[config.mk]
export PLATFORM = sky130hd
export DESIGN_NAME = periph_irq_merge
export DESIGN_NICKNAME = d
export VERILOG_FILES = /design/src/rtl/pim_pkg.sv /design/src/rtl/pim_edge.sv /design/src/rtl/pim_status.sv /design/src/rtl/periph_irq_merge.sv
export SDC_FILE = /design/constraint.sdc
export NUM_CORES = 1
export LEC_CHECK = 0
export ABC_AREA = 1
export BUFFER_PORTS_ARGS = -buffer_cell sky130_fd_sc_hd__buf_2
export CAP_MARGIN = 20
export CORE_AREA = 2 2 39 41
export DETAILED_ROUTE_END_ITERATION = 8
export DIE_AREA = 0 0 41 43
export GPL_TIMING_DRIVEN = 0
export PLACE_DENSITY = 0.8
export SETUP_SLACK_MARGIN = 0.2
export SLEW_MARGIN = 20
export SYNTH_ARGS = -nofsm -noshare
export SYNTH_HDL_FRONTEND = slang
export SYNTH_HIERARCHICAL = 1
export SYNTH_SLANG_ARGS = --single-unit
[constraint.sdc]
create_clock -name clk -period 0.85 [get_ports clk]
set_input_delay 0.085 -clock clk [delete_from_list [all_inputs] [get_ports clk]]
set_output_delay 0.085 -clock clk [all_outputs]
set_load 0.02 [all_outputs]
[src/rtl/pim_pkg.sv]
`timescale 1ns/1ps
package pim_pkg;
  localparam int NSRC     = 3;
  localparam int NRAW     = 4;
  localparam int CTL_W    = 4;
  localparam int SRC_RTC  = 0;
  localparam int SRC_TICK = 1;
  localparam int SRC_PWR  = 2;
  localparam int RAW_RTC  = 0;
  localparam int RAW_TICK = 1;
  localparam int RAW_STR  = 2;
  localparam int RAW_PWR  = 3;
  localparam logic ADDR_STATUS = 1'b0;
  localparam logic ADDR_CTL    = 1'b1;

  typedef struct packed {
    logic       pwr_en;
    logic [1:0] tick_mode;
    logic       rtc_en;
  } ctl_t;
endpackage

[src/rtl/pim_edge.sv]
`timescale 1ns/1ps
module pim_edge #(
  parameter int W = 4
) (
  input  logic         clk,
  input  logic         rst,
  input  logic [W-1:0] din,
  output logic [W-1:0] rise
);
  logic [W-1:0] prev_q;

  for (genvar i = 0; i < W; i++) begin : g_bit
    // Reset to one so a level already high at reset release is not an edge.
    always_ff @(posedge clk) begin
      if (rst) prev_q[i] <= 1'b1;
      else     prev_q[i] <= din[i];
    end
    assign rise[i] = din[i] & ~prev_q[i];
  end
endmodule

[src/rtl/pim_status.sv]
`timescale 1ns/1ps
module pim_status #(
  parameter int W = 3
) (
  input  logic         clk,
  input  logic         rst,
  input  logic [W-1:0] set,
  input  logic [W-1:0] clr,
  output logic [W-1:0] flags
);
  for (genvar i = 0; i < W; i++) begin : g_flag
    always_ff @(posedge clk) begin
      if (rst)         flags[i] <= 1'b0;
      else if (set[i]) flags[i] <= 1'b1;   // set has priority over clear
      else if (clr[i]) flags[i] <= 1'b0;
    end
  end
endmodule

[src/rtl/periph_irq_merge.sv]
`timescale 1ns/1ps
module periph_irq_merge
  import pim_pkg::*;
#(
  parameter int DATA_W = 8
) (
  input  logic              clk,
  input  logic              rst,
  input  logic              reg_wr,
  input  logic              reg_addr,
  input  logic [DATA_W-1:0] reg_wdata,
  output logic [DATA_W-1:0] reg_rdata,
  input  logic              rtc_match,
  input  logic              tick_pulse,
  input  logic              tick_stretched,
  input  logic              pwr_fail,
  output logic              irq_out
);
  localparam int PAD_S = DATA_W - NSRC;
  localparam int PAD_C = DATA_W - CTL_W;

  logic [NRAW-1:0] raw, rise;
  logic [NSRC-1:0] set_v, clr_v, status_q, mask_v;
  ctl_t            ctl_q;

  assign raw[RAW_RTC]  = rtc_match;
  assign raw[RAW_TICK] = tick_pulse;
  assign raw[RAW_STR]  = tick_stretched;
  assign raw[RAW_PWR]  = pwr_fail;

  pim_edge #(.W(NRAW)) u_edge (
    .clk (clk),
    .rst (rst),
    .din (raw),
    .rise(rise)
  );

  always_comb begin
    set_v           = '0;
    set_v[SRC_RTC]  = rise[RAW_RTC];
    set_v[SRC_TICK] = (rise[RAW_TICK] & ctl_q.tick_mode[0])
                    | (rise[RAW_STR]  & ctl_q.tick_mode[1]);
    set_v[SRC_PWR]  = rise[RAW_PWR];
  end

  assign clr_v = (reg_wr && reg_addr == ADDR_STATUS) ? reg_wdata[NSRC-1:0] : '0;

  pim_status #(.W(NSRC)) u_status (
    .clk  (clk),
    .rst  (rst),
    .set  (set_v),
    .clr  (clr_v),
    .flags(status_q)
  );

  always_ff @(posedge clk) begin
    if (rst)                                  ctl_q <= '0;
    else if (reg_wr && reg_addr == ADDR_CTL)  ctl_q <= ctl_t'(reg_wdata[CTL_W-1:0]);
  end

  always_comb begin
    mask_v           = '0;
    mask_v[SRC_RTC]  = ctl_q.rtc_en;
    mask_v[SRC_TICK] = |ctl_q.tick_mode;
    mask_v[SRC_PWR]  = ctl_q.pwr_en;
  end

  always_ff @(posedge clk) begin
    if (rst) irq_out <= 1'b0;
    else     irq_out <= |(status_q & mask_v);
  end

  always_comb begin
    if (reg_addr == ADDR_STATUS) reg_rdata = {{PAD_S{1'b0}}, status_q};
    else                         reg_rdata = {{PAD_C{1'b0}}, ctl_q};
  end
endmodule

==> impl_results.md, run 1 <==
- Area inside the core boundary: 1380 sq um
- Count of buffers from port buffering: 16
- Top area cells in the synthesized netlist: sky130_fd_sc_hd__dfxtp_1, sky130_fd_sc_hd__nand2_1, sky130_fd_sc_hd__inv_1, sky130_fd_sc_hd__nor2_1, sky130_fd_sc_hd__buf_4
- Post-synth design cell area: 554 sq um
- Arrival time of data at the critical path endpoint: 0.89 ns
- Portion of total power attributed to the clock network: 0.334
- Number of violations of the max-capacitance limit: 0
- Leakage power total: 0.453 nW
- Largest vdd supply drop: 919 uV
- Hold Fails Final Rpt: 0
- Final total power: 1.33 mW
- Post-layout net count: 131
- Combined global-route utilization of all metal layers: 0.149
- Count of mapped cells out of synthesis: 84
- Cell depth of the worst hold path: 3
- Number of cell rows: 14
- Start point of the worst hold path: rtc_match
- Vias per std cell: 4.21
- Origin of the worst setup path: u_status/flags[0]
- Sequential-to-total area share from yosys stat: 0.433
- DIE WIDTH: 41 um
- Kind of end point of the critical path: output pin
- H-tree depth: 1
- Maximum count of clock buffers along a single path: 2
- HPWL Detailed: 778 um
- Routed WL per cell: 9.45 um
- Power dissipated by switching net loads: 346 uW
- Logic gate share of total power: 0.204
- Shortest clock period the worst path allows after layout: 0.971 ns
- Failing checks: negative setup slack
- First-pass iteration count of the detailed router: 4
- Total placed cells including tap cells: 119
- Final-report max-slew violation count: 0
- Overall via count from detail_route: 547
- Area share of the largest cell type after synthesis: 0.433
- Type of the setup path with the least slack: reg -> out
- Crit-path max FO: 2
- Wire length of the first global-routing pass: 1.78 mm
- Die Y-Extent: 43 um
- Post-route DRC violation count: 0
- Starting density of the core: 0.401
- Startpoint of the worst-slack reg-to-reg timing path: u_status/flags[2]
- Sw Share: 0.260
- Worst Hold Path EP: u_edge/prev_q[0]
- Register bit total from synthesis: 12
- Minimum setup slack in the final design: -0.121 ns
- Post-CTS clock slew at the launch and capture registers of the worst setup and hold paths: 0.07 ns
- Worst-skew pair later-pin latency: 0.27 ns
- Clock skew: 0.00165 ns
- Status: complete, but fails checks
- Sink count of the clock tree: 12
- F_max: 1.03 GHz
- Die area: 1760 sq um
- Number of I/O pins: 25
- Number of antenna violations at the first check in global routing: 0
- Detailed router's first-iteration violation count: 11
- Power per unit of standard cell area: 1510 nW/um^2
- Share of layout cells above drive strength 1: 0.535
- Number of warning messages in the yosys log: 6
- Reg-to-reg critical path endpoint: irq_out
- Library cells used by synthesis: 13
- Pre-CTS worst setup slack: 0.0643 ns
- Final Instance Count excl. Fillers: 130
- Cell internal pwr: 985 uW
- Number of global-route vias before repair: 474
- Setup violations, final: 6
- Data required time of the critical path: 0.76 ns
- TritonCTS clock tree: built
- Path type of the worst min-delay path: in -> reg
- Inserted Clock Buffers: 3
- Clock root buffer: sky130_fd_sc_hd__clkbuf_4
- Startpoint types: flip-flop
- Detailed-route wire length: 1.23 mm
- Avg Cell Area, Syn: 6.60 sq um
- Most frequent cells in the layout: sky130_fd_sc_hd__inv_1, sky130_fd_sc_hd__nand2_1, sky130_fd_sc_hd__buf_2, sky130_fd_sc_hd__buf_6, sky130_fd_sc_hd__nor2_1
- Sum of negative setup slack: -0.470 ns
- Fraction of power consumed by sequential logic: 0.462
- Weighted congestion at the end of routability-driven global placement: 0.756
- Residual antenna-violating net count after detailed routing: 0
- Total gr overflow: 0
- Syn-to-layout area delta: 58.5%
- Number of antenna repair diodes: 0
- Worst-case register-to-register setup slack: -0.05 ns
- Final period utilization: 1.14
- Count of cells along the worst register-to-register path: 6
- Largest net degree at the start of global routing: 8
- RSZ-0062 raised after global routing: yes
- Most frequent standard cell in the layout excluding fill and tap cells: sky130_fd_sc_hd__inv_1
- Leading area contributor after synthesis: sky130_fd_sc_hd__dfxtp_1
-- worst max-delay path: stages (launching register included) --
cell	delay (ns)
sky130_fd_sc_hd__dfxtp_2	0.35
sky130_fd_sc_hd__nand2_1	0.07
sky130_fd_sc_hd__nand2_1	0.08
sky130_fd_sc_hd__buf_6	0.12
-- cell families (layout without fill, tap and decap cells) --
| family | after synthesis | in the layout | synth area share |
|---|---|---|---|
| buffers and inverters | 23 | 50 | 0.185 |
| and+or+nand+nor | 39 | 39 | 0.287 |
| AOI/OAI and AO/OA | 9 | 9 | 0.0880 |
| DFF | 12 | 12 | 0.433 |
| other | 1 | 4 | 0.00677 |
-- worst max path at each step --
stage / slack (ns) / endpoint / cells after the start
2_1_floorplan: 0.13 / u_status/flags[1] / 3
3_3_place_gp: 0.07 / u_status/flags[1] / 7
3_5_place_dp: 0.06 / u_status/flags[1] / 7
4_1_cts: -0.14 / reg_rdata[1] / 3
5_1_grt: -0.19 / reg_rdata[1] / 3
6_report: -0.12 / reg_rdata[0] / 3
-- cells in the mapped netlist, drive strengths merged --
| library cell | n |
|---|---|
| conb | 1 |
| a21oi | 3 |
| inv | 18 |
| buf | 4 |
| a22o | 1 |
| nand2 | 20 |
| nor2 | 19 |
| dfxtp | 12 |
| clkinv | 1 |
| o21ai | 5 |
-- cell type report --
type / instances / area [sq um]
inverters: 19 / 72.6
multi-input cells: 52 / 279
repair buffers: 23 / 186
plain buffers: 4 / 30.0
clock buffers: 4 / 36.3
well taps: 16 / 20.0
flip-flops and latches: 12 / 254
fillers: 122 / 505
-- through the flow --
step	instance area, sq um	utilization	hold WS [ns]
final	878	0.635	0.00525
after global routing	878	0.635	0.0000903
after CTS	796	0.575	-0.00211
after detailed placement	673	0.486	0.283
after global placement	673	0.486	0.280
after floorplan	573	-	0.154
-- flip-flops by register name, indices dropped and copies added, names as in the netlist --
name	flops
irq_out	1
u_status/flags	3
ctl_q	4
u_edge/prev_q	4
-- what timing repair did --
action	in CTS	in global routing
resized for setup	20	20
endpoints found under the setup margin	7	13
pin swaps	13	11
buffers inserted	5	2
endpoints found under the hold margin	1	0
-- per-layer routing --
metal  vias to the layer above  track usage  wire length (um)
met5                         -            0                 0
met4                         0       0.0800                16
met3                         2       0.0314                77
met2                        19        0.228               619
met1                       232        0.184               515
li1                        294            -                 -
-- power groups by stage --
stage / Sequential, mW / Clock (mW) / Combinational (mW)
2_1_floorplan: 0.624 / 0 / 0.118
3_3_place_gp: 0.626 / 0 / 0.172
3_5_place_dp: 0.628 / 0 / 0.176
4_1_cts: 0.614 / 0.463 / 0.222
5_1_grt: 0.617 / 0.511 / 0.301
6_report: 0.615 / 0.445 / 0.271
Note: power is estimated with default switching activity, not from simulation.
==> run 2, diff against run 1 <==
--- a/config.mk
+++ b/config.mk
@@ -6,14 +6,17 @@
 export NUM_CORES = 1
 export LEC_CHECK = 0
 export ABC_AREA = 1
-export BUFFER_PORTS_ARGS = -buffer_cell sky130_fd_sc_hd__buf_2
 export CAP_MARGIN = 20
-export CORE_AREA = 2 2 39 41
+export CELL_PAD_IN_SITES_DETAIL_PLACEMENT = 0
+export CELL_PAD_IN_SITES_GLOBAL_PLACEMENT = 1
+export CORE_MARGIN = 1.5
+export CORE_UTILIZATION = 37
 export DETAILED_ROUTE_END_ITERATION = 8
-export DIE_AREA = 0 0 41 43
+export DONT_BUFFER_PORTS = 1
 export GPL_TIMING_DRIVEN = 0
-export PLACE_DENSITY = 0.8
+export PLACE_DENSITY = 0.79
 export SETUP_SLACK_MARGIN = 0.2
+export SKIP_CTS_REPAIR_TIMING = 1
 export SLEW_MARGIN = 20
 export SYNTH_ARGS = -nofsm -noshare
 export SYNTH_HDL_FRONTEND = slang
==> impl_results.md, run 2 (synthesis gave the netlist of run 1 again) <==
- Largest vdd supply drop: 785 uV (was 919 uV)
- Weighted congestion at the end of routability-driven global placement: 0.697 (was 0.756)
- Clock root buffer: sky130_fd_sc_hd__clkbuf_4 (unchanged)
- Final-report max-slew violation count: 0 (unchanged)
- Failing checks: negative hold slack, negative setup slack (was negative setup slack)
- Number of global-route vias before repair: 390 (was 474)
- Die area: 1740 sq um (was 1760 sq um)
- Leakage power total: 0.374 nW (was 0.453 nW)
- Total placed cells including tap cells: 102 (was 119)
- Clock skew: 0.000459 ns (was 0.00165 ns)
- Number of cell rows: 13 (was 14)
- Vias per std cell: 4.36 (was 4.21)
- Detailed router's first-iteration violation count: 4 (was 11)
- Kind of end point of the critical path: output pin (unchanged)
- RSZ-0062 raised after global routing: yes (unchanged)
- Area after detailed placement: 592 sq um (was 673 sq um)
- F_max: 1.07 GHz (was 1.03 GHz)
- Arrival time of data at the critical path endpoint: 0.85 ns (was 0.89 ns)
- Crit-path max FO: 2 (unchanged)
- CP Cell Sequence: inv_2 > o21ai_4 (was nand2_1 > nand2_1 > buf_6)
- Reg-to-reg critical path endpoint: u_status/flags[1] (was irq_out)
- Final total power: 1.25 mW (was 1.33 mW)
- Area inside the core boundary: 1350 sq um (was 1380 sq um)
- Pre-CTS worst setup slack: 0.104 ns (was 0.0643 ns)
- Most frequent standard cell in the layout excluding fill and tap cells: sky130_fd_sc_hd__inv_1 (unchanged)
- Status: complete, but fails checks (unchanged)
- TritonCTS clock tree: built (unchanged)
- Number of antenna repair diodes: 0 (unchanged)
- Die Y-Extent: 41.7 um (was 43 um)
- Routed WL per cell: 9.17 um (was 9.45 um)
- Final Cell Area: 790 sq um (was 878 sq um)
- Most frequent cells in the layout: sky130_fd_sc_hd__inv_1, sky130_fd_sc_hd__nor2_1, sky130_fd_sc_hd__nand2_1, sky130_fd_sc_hd__nand2_2, sky130_fd_sc_hd__dfxtp_2 (was sky130_fd_sc_hd__inv_1, sky130_fd_sc_hd__nand2_1, sky130_fd_sc_hd__buf_2, sky130_fd_sc_hd__buf_6, sky130_fd_sc_hd__nor2_1)
- Syn-to-layout area delta: 42.4% (was 58.5%)
- Critical Path Sink: reg_rdata[1] (was reg_rdata[0])
- Hold Fails Final Rpt: 3 (was 0)
- Count of buffers from port buffering: 0 (was 16)
- Registers with the most flip-flops: ctl_q: 4 flops, u_edge/prev_q: 4 flops, u_status/flags: 3 flops (unchanged)
- Worst-skew pair later-pin latency: 0.26 ns (was 0.27 ns)
- Worst-case register-to-register setup slack: 0 ns (was -0.05 ns)
- H-tree depth: 1 (unchanged)
- DIE WIDTH: 41.7 um (was 41 um)
- Count of cells along the worst register-to-register path: 4 (was 6)
- Post-route DRC violation count: 0 (unchanged)
- Detailed-route wire length: 1.06 mm (was 1.23 mm)
- Overall via count from detail_route: 501 (was 547)
- Path type of the worst min-delay path: in -> reg (unchanged)
- Met3 GRT Util: 0.0522 (was 0.0314)
- Final Instance Count excl. Fillers: 115 (was 130)
- Type of the setup path with the least slack: reg -> out (unchanged)
- Logic gate share of total power: 0.155 (was 0.204)
- Sw Share: 0.249 (was 0.260)
- Residual antenna-violating net count after detailed routing: 0 (unchanged)
- Cell internal pwr: 941 uW (was 985 uW)
- Cell at the slowest stage of the critical path: sky130_fd_sc_hd__dfxtp_2 (unchanged)
- Starting density of the core: 0.411 (was 0.401)
- Highest cell delay on the worst timing path: 0.34 ns (was 0.35 ns)
- Origin of the worst setup path: u_status/flags[1] (was u_status/flags[0])
- Share of layout cells above drive strength 1: 0.430 (was 0.535)
- Post-layout net count: 117 (was 131)
- Combined global-route utilization of all metal layers: 0.120 (was 0.149)
- Startpoint of the worst-slack reg-to-reg timing path: ctl_q[2] (was u_status/flags[2])
- Total gr overflow: 0 (unchanged)
- First-pass iteration count of the detailed router: 2 (was 4)
- Final period utilization: 1.10 (was 1.14)
- Power per unit of standard cell area: 1590 nW/um^2 (was 1510 nW/um^2)
- Met2 routing resource usage after global routing: 0.188 (was 0.228)
- Shortest clock period the worst path allows after layout: 0.933 ns (was 0.971 ns)
- Power dissipated by switching net loads: 312 uW (was 346 uW)
- Setup violations, final: 4 (was 6)
- Number of violations of the max-capacitance limit: 0 (unchanged)
- Number of antenna violations at the first check in global routing: 0 (unchanged)
- Final Hold Slack: -0.0164 ns (was 0.00525 ns)
- Data required time of the critical path: 0.76 ns (about the same)
- Fraction of power consumed by sequential logic: 0.493 (was 0.462)
- HPWL Detailed: 751 um (was 778 um)
- Startpoint types: flip-flop (unchanged)
- Inserted Clock Buffers: 3 (unchanged)
- Busiest layer in global routing: met2 (unchanged)
- Sink count of the clock tree: 12 (unchanged)
- Portion of total power attributed to the clock network: 0.352 (was 0.334)
- Largest net degree at the start of global routing: 8 (unchanged)
- Post-CTS clock slew at the launch and capture registers of the worst setup and hold paths: 0.07 ns (about the same)
- Maximum count of clock buffers along a single path: 2 (unchanged)
- Number of I/O pins: 25 (unchanged)
- Wire length of the first global-routing pass: 1.58 mm (was 1.78 mm)
- Minimum setup slack in the final design: -0.0832 ns (was -0.121 ns)
- GR Layer Usage met1: 0.141 (was 0.184)
-- run 2: cell types whose count changed in the layout (fill, tap and decap cells not counted), moves of 2 or more --
cell	previous run	this run
sky130_fd_sc_hd__buf_2	11	0
sky130_fd_sc_hd__buf_6	11	3
sky130_fd_sc_hd__dfxtp_4	1	3
sky130_fd_sc_hd__dlygate4sd3_1	0	5
sky130_fd_sc_hd__nand2_1	15	11
sky130_fd_sc_hd__nand2_2	3	7
sky130_fd_sc_hd__nor2_1	9	13
sky130_fd_sc_hd__nor2_2	8	5
-- run 2: worst min path at each step --
stage / startpoint / end / slack [ns] / cells past startpoint
after CTS: rst / u_status/flags[1] / -0.14 / 1
after detailed placement: rst / u_status/flags[0] / 0.16 / 1
after floorplan: rst / u_status/flags[0] / 0.15 / 1
final: reg_wdata[0] / ctl_q[0] / -0.02 / 2
after global routing: reg_wdata[1] / ctl_q[1] / -0.008 / 2
after global placement: rst / u_status/flags[2] / 0.15 / 1
-- run 2: metal layers --
| metal | vias up | wire length (um) |
|---|---|---|
| li1 | 271 | - |
| met1 | 216 | 443 |
| met2 | 12 | 548 |
| met3 | 2 | 52 |
| met4 | 0 | 10 |
| met5 | - | 0 |
-- run 2: critical path, delay by kind of cell, from the launching register on --
kind / cells / cell delay [ns]
flip-flops: 1 / 0.34
AO/OA/AOI/OAI: 1 / 0.20
buffers and inverters: 1 / 0.05
-- run 2: power by group through the flow --
stage	Clock [mW]	Combinational, mW	Sequential (mW)
after floorplan	0	0.118	0.624
final	0.442	0.194	0.617
after global routing	0.490	0.219	0.622
after detailed placement	0	0.130	0.630
after global placement	0	0.128	0.629
after CTS	0.471	0.130	0.617
-- run 2: layout make-up --
type                            count  area, sq um
Buffer                              4         30.0
Multi-Input combinational cell     52          278
Sequential cell                    12          260
Tap cell                           15         18.8
Clock buffer                        4         36.3
Fill cell                         129          561
Timing Repair Buffer                9         91.3
Inverter                           19         75.1
-- run 2: stage by stage --
stage	util	setup TNS, ns
after floorplan	-	0
after global placement	0.438	0
after detailed placement	0.438	0
after CTS	0.465	-0.458
after global routing	0.585	-0.352
final	0.585	-0.149
==> run 3, diff against run 2 <==
--- a/config.mk
+++ b/config.mk
@@ -5,12 +5,11 @@
 export SDC_FILE = /design/constraint.sdc
 export NUM_CORES = 1
 export LEC_CHECK = 0
-export ABC_AREA = 1
 export CAP_MARGIN = 20
 export CELL_PAD_IN_SITES_DETAIL_PLACEMENT = 0
 export CELL_PAD_IN_SITES_GLOBAL_PLACEMENT = 1
 export CORE_MARGIN = 1.5
-export CORE_UTILIZATION = 37
+export CORE_UTILIZATION = 41
 export DETAILED_ROUTE_END_ITERATION = 8
 export DONT_BUFFER_PORTS = 1
 export GPL_TIMING_DRIVEN = 0
==> impl_results.md, run 3 <==
- Residual antenna-violating net count after detailed routing: 0 (unchanged)
- Inserted Clock Buffers: 3 (unchanged)
- Post-synth design cell area: 581 sq um (was 554 sq um)
- Setup violations, final: 3 (was 4)
- Area inside the core boundary: 1320 sq um (was 1350 sq um)
- Count of buffers from port buffering: 0 (unchanged)
- Registers with the most flip-flops: ctl_q: 4 flops, u_edge/prev_q: 4 flops, u_status/flags: 3 flops (unchanged)
- Data required time of the critical path: 0.76 ns (about the same)
- Library cell with the highest instance count after synthesis: sky130_fd_sc_hd__dfxtp_1 (was sky130_fd_sc_hd__nand2_1)
- Die Y-Extent: 40.6 um (was 41.7 um)
- Cell depth of the worst hold path: 1 (was 2)
- Register bit total from synthesis: 12 (unchanged)
- Overall via count from detail_route: 398 (was 501)
- Async SR Flop Fraction: 0 (unchanged)
- Detailed-route wire length: 956 um (was 1.06 mm)
- Final period utilization: 1.16 (was 1.10)
- Power per unit of standard cell area: 1570 nW/um^2 (was 1590 nW/um^2)
- Start point of the worst hold path: rst (was reg_wdata[0])
- Top area cells in the synthesized netlist: sky130_fd_sc_hd__dfxtp_1, sky130_fd_sc_hd__a21bo_1, sky130_fd_sc_hd__a21oi_1, sky130_fd_sc_hd__buf_4, sky130_fd_sc_hd__nor2b_1 (was sky130_fd_sc_hd__dfxtp_1, sky130_fd_sc_hd__nand2_1, sky130_fd_sc_hd__inv_1, sky130_fd_sc_hd__nor2_1, sky130_fd_sc_hd__buf_4)
- Maximum count of clock buffers along a single path: 2 (unchanged)
- Final Instance Count excl. Fillers: 83 (was 115)
- Minimum setup slack in the final design: -0.135 ns (was -0.0832 ns)
- Share of synthesized cell area in and, or, nand and nor gates: 0.216 (was 0.287)
- CP Cell Sequence: mux2_4 (was inv_2 > o21ai_4)
- Worst Hold Path EP: u_status/flags[1] (was ctl_q[0])
- F_max: 1.01 GHz (was 1.07 GHz)
- Most instantiated cells after synthesis: sky130_fd_sc_hd__dfxtp_1, sky130_fd_sc_hd__a21oi_1 (was sky130_fd_sc_hd__nand2_1, sky130_fd_sc_hd__inv_1, sky130_fd_sc_hd__nor2_1)
- Clock root buffer: sky130_fd_sc_hd__clkbuf_4 (unchanged)
- Number of cell rows: 13 (unchanged)
- Status: complete, but fails checks (unchanged)
- Buf+Inv Stages, Crit Path: 0 (was 1)
- Crit-path max FO: 3 (was 2)
- Synth Flop Type: sky130_fd_sc_hd__dfxtp_1 (unchanged)
- Leakage power total: 0.274 nW (was 0.374 nW)
- Weighted congestion at the end of routability-driven global placement: 0.688 (was 0.697)
- Kind of end point of the critical path: output pin (unchanged)
- Number of I/O pins: 25 (unchanged)
- Largest vdd supply drop: 888 uV (was 785 uV)
- Sequential-to-total area share from yosys stat: 0.414 (was 0.433)
- Total gr overflow: 0 (unchanged)
- Sink count of the clock tree: 12 (unchanged)
- Post-route DRC violation count: 0 (unchanged)
- Number of warning messages in the yosys log: 6 (unchanged)
- Worst-case register-to-register setup slack: 0.03 ns (was 0 ns)
- Count of flip-flops with a built-in enable after synthesis: 0 (unchanged)
- Combinational family with the most area after synthesis: simple AND/OR/NAND/NOR gates (unchanged)
- Leading area contributor after synthesis: sky130_fd_sc_hd__dfxtp_1 (unchanged)
- First-pass iteration count of the detailed router: 4 (was 2)
- Cell at the slowest stage of the critical path: sky130_fd_sc_hd__dfxtp_2 (unchanged)
- Count of cells along the worst register-to-register path: 3 (was 4)
- Final Hold Slack: -0.135 ns (was -0.0164 ns)
- Final-report max-slew violation count: 0 (unchanged)
- Most frequent cells in the layout: sky130_fd_sc_hd__dfxtp_2, sky130_fd_sc_hd__buf_4, sky130_fd_sc_hd__a21oi_1 (was sky130_fd_sc_hd__inv_1, sky130_fd_sc_hd__nor2_1, sky130_fd_sc_hd__nand2_1, sky130_fd_sc_hd__nand2_2, sky130_fd_sc_hd__dfxtp_2)
- RSZ-0062 raised after global routing: yes (unchanged)
- Vias per std cell: 4.80 (was 4.36)
- Crit-path leading delay family: flip-flops (unchanged)
- Avg Cell Area, Syn: 9.68 sq um (was 6.60 sq um)
- Post-synthesis compound-gate area fraction: 0.175 (was 0.0880)
- Startpoint types: flip-flop (unchanged)
- Arrival time of data at the critical path endpoint: 0.90 ns (was 0.85 ns)
- Area share of the largest cell type after synthesis: 0.414 (was 0.433)
- Detailed router's first-iteration violation count: 7 (was 4)
- Largest net degree at the start of global routing: 13 (was 8)
- Number of global-route vias before repair: 328 (was 390)
- Hold Fails Final Rpt: 12 (was 3)
- Library cells used by synthesis: 20 (was 13)
- Type of the setup path with the least slack: reg -> out (unchanged)
- Count of mapped cells out of synthesis: 60 (was 84)
- Syn-to-layout area delta: 19.0% (was 42.4%)
- Startpoint of the worst-slack reg-to-reg timing path: ctl_q[3] (was ctl_q[2])
- Combined global-route utilization of all metal layers: 0.135 (was 0.120)
- Reg-to-reg critical path endpoint: irq_out (was u_status/flags[1])
- DIE WIDTH: 40.6 um (was 41.7 um)
- Adder-cell share of the synthesized area: 0 (unchanged)
- Failing checks: negative hold slack, negative setup slack (unchanged)
- Total placed cells including tap cells: 78 (was 102)
- Number of antenna violations at the first check in global routing: 0 (unchanged)
- Starting density of the core: 0.441 (was 0.411)
- Most frequent standard cell in the layout excluding fill and tap cells: sky130_fd_sc_hd__dfxtp_2 (was sky130_fd_sc_hd__inv_1)
- Number of antenna repair diodes: 0 (unchanged)
- Path type of the worst min-delay path: in -> reg (unchanged)
- Parity-gate share of the synthesized area counting xor and xnor cells: 0 (unchanged)
- Wire length of the first global-routing pass: 1.42 mm (was 1.58 mm)
- Post-CTS clock slew at the launch and capture registers of the worst setup and hold paths: 0.07 ns (about the same)
- Routed WL per cell: 11.5 um (was 9.17 um)
- Worst-skew pair later-pin latency: 0.26 ns (about the same)
- FILL cells: 136 (was 129)
- TritonCTS clock tree: built (unchanged)
- Highest cell delay on the worst timing path: 0.33 ns (was 0.34 ns)
- H-tree depth: 1 (unchanged)
- Die area: 1650 sq um (was 1740 sq um)
- Share of layout cells above drive strength 1: 0.471 (was 0.430)
- Pre-CTS worst setup slack: 0.0468 ns (was 0.104 ns)
- Clock skew: 0.00302 ns (was 0.000459 ns)
- Mux share of post-synthesis cell area: 0.0647 (was 0)
- Post-layout net count: 86 (was 117)
- Shortest clock period the worst path allows after layout: 0.985 ns (was 0.933 ns)
- Number of violations of the max-capacitance limit: 0 (unchanged)
-- run 3: how the worst max path moves through the flow --
stage	startpoint	endpoint	cells past startpoint
finish	u_status/flags[1]	reg_rdata[1]	1
global route	u_status/flags[2]	reg_rdata[2]	1
CTS	u_status/flags[2]	reg_rdata[2]	1
detailed placement	reg_wr	u_status/flags[1]	5
global placement	reg_wr	u_status/flags[2]	5
floorplan	reg_wr	u_status/flags[0]	5
-- run 3: logic make-up (layout without fill, tap and decap cells) --
group                  after synthesis  in the layout
flip-flops                          12             12
buffers and inverters                9             14
other                                1              4
AO/OA/AOI/OAI                       15             15
AND/OR/NAND/NOR                     20             20
multiplexers                         3              3
-- run 3: power by group --
group | total, mW | switching [mW] | internal (mW)
clock | 0.332 | 0.169 | 0.164
sequential | 0.605 | 0.0152 | 0.589
combinational | 0.145 | 0.0643 | 0.0805
-- run 3: per-layer routing --
| metal | vias up | routed length, um | global-route usage |
|---|---|---|---|
| met2 | 13 | 409 | 0.179 |
| met4 | 0 | 0 | 0.0250 |
| li1 | 207 | - | - |
| met5 | - | 0 | 0 |
| met3 | 0 | 83 | 0.0978 |
| met1 | 178 | 463 | 0.174 |
-- run 3: area by class of cell --
class                      count  area (sq um)  share of cell area
clock buffer                   3          22.5              0.0326
tap                           15          18.8              0.0272
multi-input combinational     42           304               0.440
sequential                    12           258               0.373
timing repair buffer           2          15.0              0.0217
inverter                       3          11.3              0.0163
buffer                         6          61.3              0.0888
-- run 3: per-stage QoR --
stage / utilization / TNS (ns) / instance area, sq um / power, mW
after floorplan: - / 0 / 604 / 0.735
after global placement: 0.473 / 0 / 623 / 0.747
after detailed placement: 0.473 / 0 / 623 / 0.749
after CTS: 0.490 / -0.502 / 646 / 1.09
after global routing: 0.524 / -0.507 / 691 / 1.14
final: 0.524 / -0.401 / 691 / 1.08
